==> src/rtl/lp_stop_pkg.sv <==
package lp_stop_pkg;
   typedef enum logic {
      OPM_SPI   = 1'b0,
      OPM_FLASH = 1'b1
   } opmode_e;
endpackage

==> src/rtl/lp_safe_point.sv <==
module lp_safe_point
   import lp_stop_pkg::*;
(
   input  logic op_mode,
   input  logic eng_busy,
   input  logic frame_bnd,
   output logic safe
);
   opmode_e mode;
   assign mode = opmode_e'(op_mode);

   always_comb begin
      unique case (mode)
         OPM_SPI:   safe = !eng_busy || frame_bnd;
         OPM_FLASH: safe = !eng_busy;
         default:   safe = 1'b0;
      endcase
   end
endmodule

==> src/rtl/lp_hs_reg.sv <==
module lp_hs_reg (
   input  logic clk,
   input  logic rst_n,
   input  logic req,
   input  logic safe,
   output logic grant
);
   logic grant_q;

   always_ff @(posedge clk or negedge rst_n) begin
      if (!rst_n) grant_q <= 1'b0;
      else        grant_q <= req && (grant_q || safe);
   end

   assign grant = grant_q;

   assert_grant_needs_safe_R2: assert property (@(posedge clk) disable iff (!rst_n)
      !grant && !(req && safe) |=> !grant);

   assert_grant_drops_R5: assert property (@(posedge clk) disable iff (!rst_n)
      !req |=> !grant);

   assert_grant_holds_R5: assert property (@(posedge clk) disable iff (!rst_n)
      grant && req |=> grant);
endmodule

==> src/rtl/lp_bus_qual.sv <==
module lp_bus_qual #(
   parameter int ADDR_W = 8,
   parameter int DATA_W = 32
) (
   input  logic                  sel,
   input  logic [ADDR_W-1:0]     addr,
   input  logic [DATA_W/8-1:0]   be,
   input  logic                  rwb,
   input  logic [DATA_W-1:0]     wdata,
   output logic [ADDR_W-1:0]     q_addr,
   output logic [DATA_W/8-1:0]   q_be,
   output logic                  q_rwb,
   output logic [DATA_W-1:0]     q_wdata
);
   localparam int BE_W = DATA_W / 8;

   assign q_addr  = addr  & {ADDR_W{sel}};
   assign q_be    = be    & {BE_W{sel}};
   assign q_rwb   = rwb   & sel;
   assign q_wdata = wdata & {DATA_W{sel}};

   always_comb begin
      if (!sel) assert_unsel_zero_R10: assert ((q_addr == '0) && (q_wdata == '0) && !q_rwb);
   end
endmodule

==> src/rtl/lp_stop_ctrl.sv <==
module lp_stop_ctrl
   import lp_stop_pkg::*;
#(
   parameter int ADDR_W     = 8,
   parameter int DATA_W     = 32,
   parameter bit DOZE_GATES = 1'b1
) (
   input  logic                  clk,
   input  logic                  rst_n,
   input  logic                  stop_req,
   input  logic                  doze_req,
   input  logic                  dis_bit,
   input  logic                  op_mode,
   input  logic                  eng_busy,
   input  logic                  frame_bnd,
   input  logic                  bus_sel,
   input  logic [ADDR_W-1:0]     bus_addr,
   input  logic [DATA_W/8-1:0]   bus_be,
   input  logic                  bus_rwb,
   input  logic [DATA_W-1:0]     bus_wdata,
   output logic                  stop_ack,
   output logic                  start_hold,
   output logic                  clk_en_mem,
   output logic                  clk_en_reg,
   output logic [ADDR_W-1:0]     q_addr,
   output logic [DATA_W/8-1:0]   q_be,
   output logic                  q_rwb,
   output logic [DATA_W-1:0]     q_wdata
);
   initial begin
      assert_cfg_width: assert (DATA_W >= 8 && DATA_W % 8 == 0 && ADDR_W >= 1);
   end

   logic safe;
   logic gate_req;
   logic reg_gate;

   lp_safe_point u_safe (
      .op_mode   (op_mode),
      .eng_busy  (eng_busy),
      .frame_bnd (frame_bnd),
      .safe      (safe)
   );

   generate
      if (DOZE_GATES) begin : g_doze
         assign gate_req = dis_bit || doze_req;
      end else begin : g_nodoze
         assign gate_req = dis_bit;
      end
   endgenerate

   lp_hs_reg u_stop_hs (
      .clk   (clk),
      .rst_n (rst_n),
      .req   (stop_req),
      .safe  (safe),
      .grant (stop_ack)
   );

   lp_hs_reg u_gate_hs (
      .clk   (clk),
      .rst_n (rst_n),
      .req   (gate_req),
      .safe  (safe),
      .grant (reg_gate)
   );

   assign start_hold = stop_ack;
   assign clk_en_mem = !stop_ack;
   assign clk_en_reg = !(stop_ack || reg_gate);

   lp_bus_qual #(.ADDR_W(ADDR_W), .DATA_W(DATA_W)) u_bus (
      .sel     (bus_sel),
      .addr    (bus_addr),
      .be      (bus_be),
      .rwb     (bus_rwb),
      .wdata   (bus_wdata),
      .q_addr  (q_addr),
      .q_be    (q_be),
      .q_rwb   (q_rwb),
      .q_wdata (q_wdata)
   );

   assert_spi_waits_frame_R3: assert property (@(posedge clk) disable iff (!rst_n)
      !stop_ack && op_mode == 1'b0 && eng_busy && !frame_bnd |=> !stop_ack);

   assert_flash_waits_cmd_R4: assert property (@(posedge clk) disable iff (!rst_n)
      !stop_ack && op_mode == 1'b1 && eng_busy |=> !stop_ack);

   assert_idle_acks_R2: assert property (@(posedge clk) disable iff (!rst_n)
      stop_req && !eng_busy |=> stop_ack);

   assert_regclk_safe_R9: assert property (@(posedge clk) disable iff (!rst_n)
      clk_en_reg && eng_busy && !(op_mode == 1'b0 && frame_bnd) |=> clk_en_reg);
endmodule

==> config.mk <==
export PLATFORM = sky130hd
export DESIGN_NAME = lp_stop_ctrl
export DESIGN_NICKNAME = d
export VERILOG_FILES = /design/src/rtl/lp_stop_pkg.sv /design/src/rtl/lp_safe_point.sv /design/src/rtl/lp_hs_reg.sv /design/src/rtl/lp_bus_qual.sv /design/src/rtl/lp_stop_ctrl.sv
export SDC_FILE = /design/constraint.sdc
export NUM_CORES = 1
export LEC_CHECK = 0
export CAP_MARGIN = 0
export CORE_AREA = 2 2 39 41
export CTS_BUF_LIST = sky130_fd_sc_hd__clkbuf_8 sky130_fd_sc_hd__clkbuf_16
export CTS_CLUSTER_DIAMETER = 50
export DETAILED_ROUTE_END_ITERATION = 6
export DIE_AREA = 0 0 41 43
export DONT_BUFFER_PORTS = 1
export GPL_TIMING_DRIVEN = 0
export PLACE_DENSITY = 0.53
export REMOVE_ABC_BUFFERS = 1
export SLEW_MARGIN = 20
export SYNTH_ARGS = -nofsm -noshare
export SYNTH_HDL_FRONTEND = slang
export SYNTH_SLANG_ARGS = --single-unit
==> constraint.sdc <==
create_clock -name clk -period 0.8 [get_ports clk]
set_input_delay 0.08 -clock clk [delete_from_list [all_inputs] [get_ports clk]]
set_output_delay 0.08 -clock clk [all_outputs]
set_load 0.05 [all_outputs]
==> metrics, run 1 <==
Die Span Y=43 um; via count=408; cell taking the most area after synthesis=and2_2; DRC=0; Iteration-0 DRC Markers=2; Diodes inserted=0; fmax=0.780 GHz; Finished Cell Area=532 sq um; nets=117; Placed Instances=71; # clock sinks=2; violated checks=negative setup slack; total placed instance area=445 sq um; global-route wire length before repair=952 um; Crit path required time=0.72 ns; TritonCTS buffer count=3; crit start category=register; HP Class=in2reg; Total Wirelength=1.09 mm; synthesized area per cell=7.55 sq um; Area growth syn-to-layout=17.4%; Crit Path Class=reg2out; critical path endpoint category=output port; CP peak stage delay=0.63 ns; synthesized area=453 sq um; number of global-route vias before repair=246; I/O Buffers=0; WP data arrival=1.20 ns; Chip Width=41 um; row count=14; routed vias/inst=5.30; grt total ovfl=0; most common cell after layout, fill and taps aside=and2_2; Max Cap Viol=0; Setup TNS=-1.67 ns; CP Buf/Inv Count=1; CTS root buffer=clkbuf_8; slowest cell on the critical path=dfrtp_4; antenna violation net count after detailed routing=0; crit-path leading delay family=flip-flops; leak pwr=0.230 nW; Yosys cell types=8; Slew @ Worst Pin=0.347 ns; Post-CTS Setup Repair Bufs=0; Seq/Total Area, Yosys=11.0%; Boundary Pins=103; Peak VDD IR=0.000607 V; Hold Fails Final Rpt=0; Worst slew margin=76.9%; Non-Filler Instances=77; fin util=38.4%; total global-route track usage=8.60%; Starting Density=32.7%; Clock Path Buffers=2; CTS tree=yes; DRT Pass-1 Iters=4; Post-Place Setup Slack=-0.945 ns; Post-Syn Instances=60; skew final=0 ns; largest net degree at the start of global routing=46; die area=1760 sq um; # fillers=134; CP Max Fanout=4; fin crit share=160%; clk slew on worst S/H paths=0.03 ns; H-tree depth=1; final worst slack=-0.482 ns; core region area=1380 sq um; WL/cell=14.1 um; fin. max-slew vios=0; ranking of synthesized cells by area=and2_2 (75%), dfrtp_1 (11%), clkbuf_2 (4.4%), a31oi_1 (2.8%), inv_1 (2.5%); crit-path cells=clkinvlp_4; Placer Congestion=0.555; Pwr Density=2180 nW/um^2; Synth top area share=74.6%; RSZ-0062 raised after global routing=true; initial antenna violation count=0; #FFs+latches synth=2; worst skew pair latency=0.21 ns; min cycle time layout=1.28 ns; outcome=finished, violations left; layout cells sized above 1=83.6%; Ys Warns=0; most frequent cells in the layout=and2_2 (45), clkbuf_8 (3), dlygate4sd3_1 (3); final setup vio count=5
[worst paths after layout]
kind	slack [ns]	to	start	cells after the start
worst max-delay path	-0.48	clk_en_mem	u_stop_hs.grant	1
worst min-delay path	0.04	u_gate_hs.grant	dis_bit	2
worst max register to register	-0.48	u_stop_hs.grant	u_stop_hs.grant	2
worst min register to register	0.58	u_gate_hs.grant	u_gate_hs.grant	2
max in group asynchronous	0.55	u_stop_hs.grant	rst_n	1
min in group asynchronous	0.11	u_stop_hs.grant	rst_n	1
[report_power, final]
part / internal, mW / switching (mW)
registers: 0.112 / 0.0392
logic: 0.110 / 0.506
clock network: 0.318 / 0.0753
total: 0.540 / 0.621
[registers in the layout, summed over array words and instances (netlist names)]
| name | count |
|---|---|
| u_gate_hs.grant | 1 |
| u_stop_hs.grant | 1 |
[layout make-up]
cell class | count | area, sq um | share of cell area, %
Inverter | 3 | 15.0 | 2.82
Timing Repair Buffer | 3 | 30.0 | 5.65
Sequential cell | 2 | 53.8 | 10.1
Clock buffer | 3 | 41.3 | 7.76
Tap cell | 16 | 20.0 | 3.76
Multi-Input combinational cell | 50 | 372 | 69.9
[timing repair]
item	in CTS	in global routing
hold buffers	3	0
gates cloned	0	0
pin swaps	0	0
endpoints found under the setup margin	5	5
hold endpoints to repair	4	0
resized for setup	5	0
[cell usage after synthesis (all sizes together)]
cell type	number
and2	45
clkbuf	4
inv	3
a31oi	2
dfrtp	2
nor2	2
buf	1
nand2b	1
[stage by stage]
stage,total power [mW],hold slack [ns]
3_5_place_dp,0.744,-0.216
4_1_cts,1.17,0.0435
5_1_grt,1.19,0.0657
6_report,1.16,0.0431
2_1_floorplan,0.729,-0.216
3_3_place_gp,0.744,-0.216
[cells by family after synthesis]
family	after synthesis	share of synthesized area, %
simple gates	48	77.6
compound gates	2	2.76
buf+inv	8	8.56
flops	2	11.1
[per-layer routing]
| layer | vias to the layer above | global-route usage (%) | wire, um |
|---|---|---|---|
| li1 | 179 | - | - |
| met1 | 182 | 8.25 | 358 |
| met2 | 45 | 13.1 | 540 |
| met3 | 2 | 1.57 | 176 |
| met4 | 0 | 10.0 | 10 |
| met5 | - | 0 | 0 |
(Power assumes the default switching activity.)
==> run 2, diff against run 1 <==
--- a/config.mk
+++ b/config.mk
@@ -13,7 +13,7 @@
 export DIE_AREA = 0 0 41 43
 export DONT_BUFFER_PORTS = 1
 export GPL_TIMING_DRIVEN = 0
-export PLACE_DENSITY = 0.53
+export PLACE_DENSITY = 0.51
 export REMOVE_ABC_BUFFERS = 1
 export SLEW_MARGIN = 20
 export SYNTH_ARGS = -nofsm -noshare
==> constraint.sdc (replaced) <==
create_clock -name clk -period 1.4 [get_ports clk]
set_input_delay 0.14 -clock clk [delete_from_list [all_inputs] [get_ports clk]]
set_output_delay 0.14 -clock clk [all_outputs]
set_load 0.05 [all_outputs]
==> metrics, run 2 (synthesis results as in run 1) <==
outcome=finished, final reports clean (was finished, violations left); CTS root buffer=clkbuf_8 (unchanged); Flop pwr share=13.0% (was 13.1%); Slew @ Worst Pin=0.454 ns (was 0.347 ns); most frequent cells in the layout=and2_2 (45), inv_1 (3), clkbuf_8 (3) (was and2_2 (45), clkbuf_8 (3), dlygate4sd3_1 (3)); Hold Worst Slack=0.0300 ns (was 0.0431 ns); layout cells sized above 1=84.7% (was 83.6%); WP data arrival=1.23 ns (was 1.20 ns); CP Capture Point=clk_en_mem (unchanged); min cycle time layout=1.37 ns; total placed instance area=445 sq um (unchanged); DR top layer=met4 (unchanged); Starting Density=32.7% (unchanged); critical path endpoint category=output port (unchanged); Finished Cell Area=508 sq um (was 532 sq um); die area=1760 sq um (unchanged); CP Max Fanout=4 (unchanged); fin. max-slew vios=0 (unchanged); worst reg2reg startpoint=u_stop_hs.grant (unchanged); leak pwr=0.225 nW (was 0.230 nW); Setup TNS=0 ns (was -1.67 ns); final worst slack=0.0274 ns (was -0.482 ns); Total Wirelength=1.15 mm (was 1.09 mm); Die Span Y=43 um (unchanged); via count=390 (was 408); switch share=53.6% (was 53.5%); global-route wire length before repair=1.12 mm (was 952 um); Diodes inserted=0 (unchanged); flop2flop setup slack=0.09 ns (was -0.48 ns); Clk pwr share=34.0% (was 33.9%); Area growth syn-to-layout=12.2% (was 17.4%); final setup vio count=0 (was 5); crit-path leading delay family=flip-flops (unchanged); Iteration-0 DRC Markers=5 (was 2); WL met3=170 um (was 176 um); clk slew on worst S/H paths=0.03 ns (about the same); TritonCTS buffer count=3 (unchanged); core region area=1380 sq um (unchanged); Boundary Pins=103 (unchanged); WP depth=1 (unchanged); Max Cap Viol=0 (unchanged); Worst slew margin=69.7% (was 76.9%); Critical Path Start=u_stop_hs.grant (unchanged); CP peak stage delay=0.61 ns (was 0.63 ns); Post-Place Setup Slack=-0.360 ns (was -0.945 ns); nets=115 (was 117); worst skew pair latency=0.21 ns (about the same); DRC=0 (unchanged); DRT Pass-1 Iters=4 (unchanged); combinational power share=53.0% (was 53.1%); number of global-route vias before repair=275 (was 246); met2 wire length=585 um (was 540 um); worst r2r path cells=2 (unchanged); slowest cell on the critical path=dfrtp_4 (unchanged); Pwr Density=1290 nW/um^2 (was 2180 nW/um^2); routed vias/inst=5.20 (was 5.30); WL/cell=15.3 um (was 14.1 um); I/O Buffers=0 (unchanged); Peak VDD IR=0.000375 V (was 0.000607 V); # clock sinks=2 (unchanged); switching power=0.352 mW (was 0.621 mW); Chip Width=41 um (unchanged); H-tree depth=1 (unchanged); Clock Path Buffers=2 (unchanged); cell internal pwr=0.304 mW (was 0.540 mW); crit start category=register (unchanged); grt total ovfl=0 (unchanged); antenna violation net count after detailed routing=0 (unchanged); fin crit share=98.0%; total global-route track usage=10.5% (was 8.60%); Crit path required time=1.26 ns (was 0.72 ns); skew final=0 ns (unchanged); row count=14 (unchanged); initial antenna violation count=0 (unchanged); Hold Fails Final Rpt=0 (unchanged); Reg-to-Reg End=u_stop_hs.grant (unchanged); CP Buf/Inv Count=1 (unchanged); most common cell after layout, fill and taps aside=and2_2 (unchanged); Crit Path Class=reg2out (unchanged); fmax=0.729 GHz; WHS Path Cells=1 (was 2); HP Class=in2reg (unchanged); Placer Congestion=0.621 (was 0.555); RSZ-0062 raised after global routing=false (was true); CTS tree=yes (unchanged); crit-path cells=inv_1 (was clkinvlp_4); M1 WL=379 um (was 358 um); largest net degree at the start of global routing=46 (unchanged)
[run 2: metal layers]
metal | vias to the layer above | track usage [%]
met5 | - | 0
met4 | 0 | 10.0
met3 | 2 | 3.66
met2 | 51 | 16.9
met1 | 162 | 9.21
li1 | 175 | -
[run 2: how the worst min path moves through the flow]
stage / start / to / slack [ns]
4_1_cts: eng_busy / u_stop_hs.grant / 0.03
6_report: eng_busy / u_stop_hs.grant / 0.03
3_5_place_dp: rst_n / u_stop_hs.grant / -0.16
3_3_place_gp: rst_n / u_gate_hs.grant / -0.16
2_1_floorplan: rst_n / u_gate_hs.grant / -0.16
5_1_grt: eng_busy / u_stop_hs.grant / 0.05
[run 2: worst reg2reg max path, cell delays in order, from the launching register on]
cell     delay [ns]
dfrtp_4        0.61
inv_1          0.41
a31oi_1        0.14
[run 2: power by group through the flow]
stage	logic, mW	clock network, mW	registers, mW
detailed placement	0.344	0	0.0820
global placement	0.343	0	0.0816
floorplan	0.335	0	0.0812
global route	0.357	0.234	0.0865
CTS	0.349	0.231	0.0856
finish	0.347	0.223	0.0856
[run 2: through the flow]
stage / util (%) / std cells / power (mW)
2_1_floorplan: - / 55 / 0.416
6_report: 36.7 / 75 / 0.656
3_5_place_dp: 32.2 / 71 / 0.426
4_1_cts: 36.7 / 75 / 0.666
3_3_place_gp: 32.2 / 71 / 0.425
5_1_grt: 36.7 / 75 / 0.678
[run 2: timing repair]
item / CTS / global route
resized for setup: 4 / 0
buffers inserted: 0 / 0
hold buffers: 1 / 0
hold endpoints to repair: 2 / 0
setup endpoints to repair: 3 / 0
[run 2: area by class of cell]
cell class,count,area [sq um]
sequential,2,53.8
multi-input combinational,50,372
tap,16,20.0
inverter,3,11.3
clock buffer,3,41.3
timing repair buffer,1,10.0
fill,145,876
==> run 3, diff against run 2 <==
--- a/config.mk
+++ b/config.mk
@@ -13,7 +13,9 @@
 export DIE_AREA = 0 0 41 43
 export DONT_BUFFER_PORTS = 1
 export GPL_TIMING_DRIVEN = 0
+export HOLD_SLACK_MARGIN = 0.15
 export PLACE_DENSITY = 0.51
+export RECOVER_POWER = 50
 export REMOVE_ABC_BUFFERS = 1
 export SLEW_MARGIN = 20
 export SYNTH_ARGS = -nofsm -noshare
==> metrics, run 3 (synthesis results as in run 1) <==
Diodes inserted=0 (unchanged); worst skew pair latency=0.21 ns (about the same); WL/cell=15.7 um (was 15.3 um); final setup vio count=0 (unchanged); global-route wire length before repair=1.37 mm (was 1.12 mm); H-tree depth=1 (unchanged); skew final=0 ns (unchanged); TritonCTS buffer count=3 (unchanged); I/O Buffers=0 (unchanged); fin crit share=98.1% (was 98.0%); Area growth syn-to-layout=19.3% (was 12.2%); fmax=0.728 GHz (was 0.729 GHz); CP Max Fanout=4 (unchanged); flop2flop setup slack=0.09 ns (about the same); Peak VDD IR=0.000373 V (was 0.000375 V); Starting Density=32.7% (unchanged); Hold Path Sink=u_gate_hs.grant (was u_stop_hs.grant); routed vias/inst=5.05 (was 5.20); final worst slack=0.0272 ns (was 0.0274 ns); Clock Path Buffers=2 (unchanged); min cycle time layout=1.37 ns (about the same); Crit Path Class=reg2out (unchanged); layout cells sized above 1=40.0% (was 84.7%); Post-Place Setup Slack=-0.360 ns (unchanged); HP Class=in2reg (unchanged); DRT Pass-1 Iters=2 (was 4); leak pwr=0.221 nW (was 0.225 nW); worst reg2reg startpoint=u_stop_hs.grant (unchanged); Reg-to-Reg End=u_stop_hs.grant (unchanged); Boundary Pins=103 (unchanged); Die Span Y=43 um (unchanged); outcome=finished, final reports clean (unchanged); die area=1760 sq um (unchanged); WP data arrival=1.23 ns (about the same); Pwr Density=1220 nW/um^2 (was 1290 nW/um^2); row count=14 (unchanged); CP peak stage delay=0.61 ns (about the same); Chip Width=41 um (unchanged); Total Wirelength=1.27 mm (was 1.15 mm); number of global-route vias before repair=322 (was 275); WHS Path Cells=2 (was 1); core region area=1380 sq um (unchanged); clk slew on worst S/H paths=0.03 ns (about the same); Total Power=0.661 mW (was 0.656 mW); slowest cell on the critical path=dfrtp_4 (unchanged); grt total ovfl=0 (unchanged); Slew @ Worst Pin=0.726 ns (was 0.454 ns); most frequent cells in the layout=and2_0 (24), and2_2 (21), dlygate4sd3_1 (6) (was and2_2 (45), inv_1 (3), clkbuf_8 (3)); fin. max-slew vios=0 (unchanged); nets=121 (was 115); initial antenna violation count=0 (unchanged); Iteration-0 DRC Markers=3 (was 5); CP Buf/Inv Count=1 (unchanged); WP depth=1 (unchanged); crit start category=register (unchanged); Setup TNS=0 ns (unchanged); Hold Fails Final Rpt=0 (unchanged); largest net degree at the start of global routing=46 (unchanged); Max Cap Viol=0 (unchanged); Placer Congestion=0.621 (unchanged); most common cell after layout, fill and taps aside=and2_0 (was and2_2); DRC=0 (unchanged); antenna violation net count after detailed routing=0 (unchanged); worst r2r path cells=2 (unchanged); # clock sinks=2 (unchanged); RSZ-0062 raised after global routing=false (unchanged); Crit path required time=1.26 ns (about the same); critical path endpoint category=output port (unchanged); CTS tree=yes (unchanged); crit-path leading delay family=flip-flops (unchanged); hold path start=op_mode (was eng_busy); total global-route track usage=12.6% (was 10.5%); via count=409 (was 390); CTS root buffer=clkbuf_8 (unchanged); Worst slew margin=51.6% (was 69.7%); Hold Worst Slack=0.170 ns (was 0.0300 ns); crit-path cells=inv_1 (unchanged)
-- run 3: repair_timing --
action,CTS,global route
pin swaps,0,1
setup buffers,0,0
setup endpoints to repair,3,1
hold endpoints to repair,4,0
gates resized for setup,4,1
hold buffers,7,0
-- run 3: worst max path at each step --
stage                          startpoint              end
after floorplan           u_stop_hs.grant  u_stop_hs.grant
after global placement    u_stop_hs.grant  u_stop_hs.grant
after detailed placement  u_stop_hs.grant  u_stop_hs.grant
after CTS                 u_stop_hs.grant       clk_en_mem
after global routing      u_stop_hs.grant       clk_en_mem
final                     u_stop_hs.grant       clk_en_mem
-- run 3: where the power goes --
part           leakage (nW)  internal (mW)  switching, mW
registers            0.0219         0.0642         0.0214
logic                 0.178         0.0575          0.293
clock network        0.0216          0.182         0.0431
total                 0.221          0.303          0.357
-- run 3: metal layers --
metal  vias up  global-route usage (%)  routed length (um)  part of all wire (%)
met5         -                       0                   0                     0
met4         0                    10.0                   0                     0
met3         0                    3.66                 175                    14
met2        51                    21.6                 686                    54
met1       171                    11.1                 408                    32
li1        187                       -                   -                     -
-- run 3: layout make-up --
class | count | area (sq um)
fill | 150 | 843
clock buffer | 3 | 41.3
sequential | 2 | 53.8
inverter | 3 | 11.3
tap | 16 | 20.0
multi-input combinational | 50 | 342
timing repair buffer | 7 | 72.6
-- run 3: metrics by stage --
step	area (sq um)	cells	util, %
floorplan	425	55	-
global route	541	81	39.1
CTS	568	81	41.0
finish	541	81	39.1
global placement	445	71	32.2
detailed placement	445	71	32.2
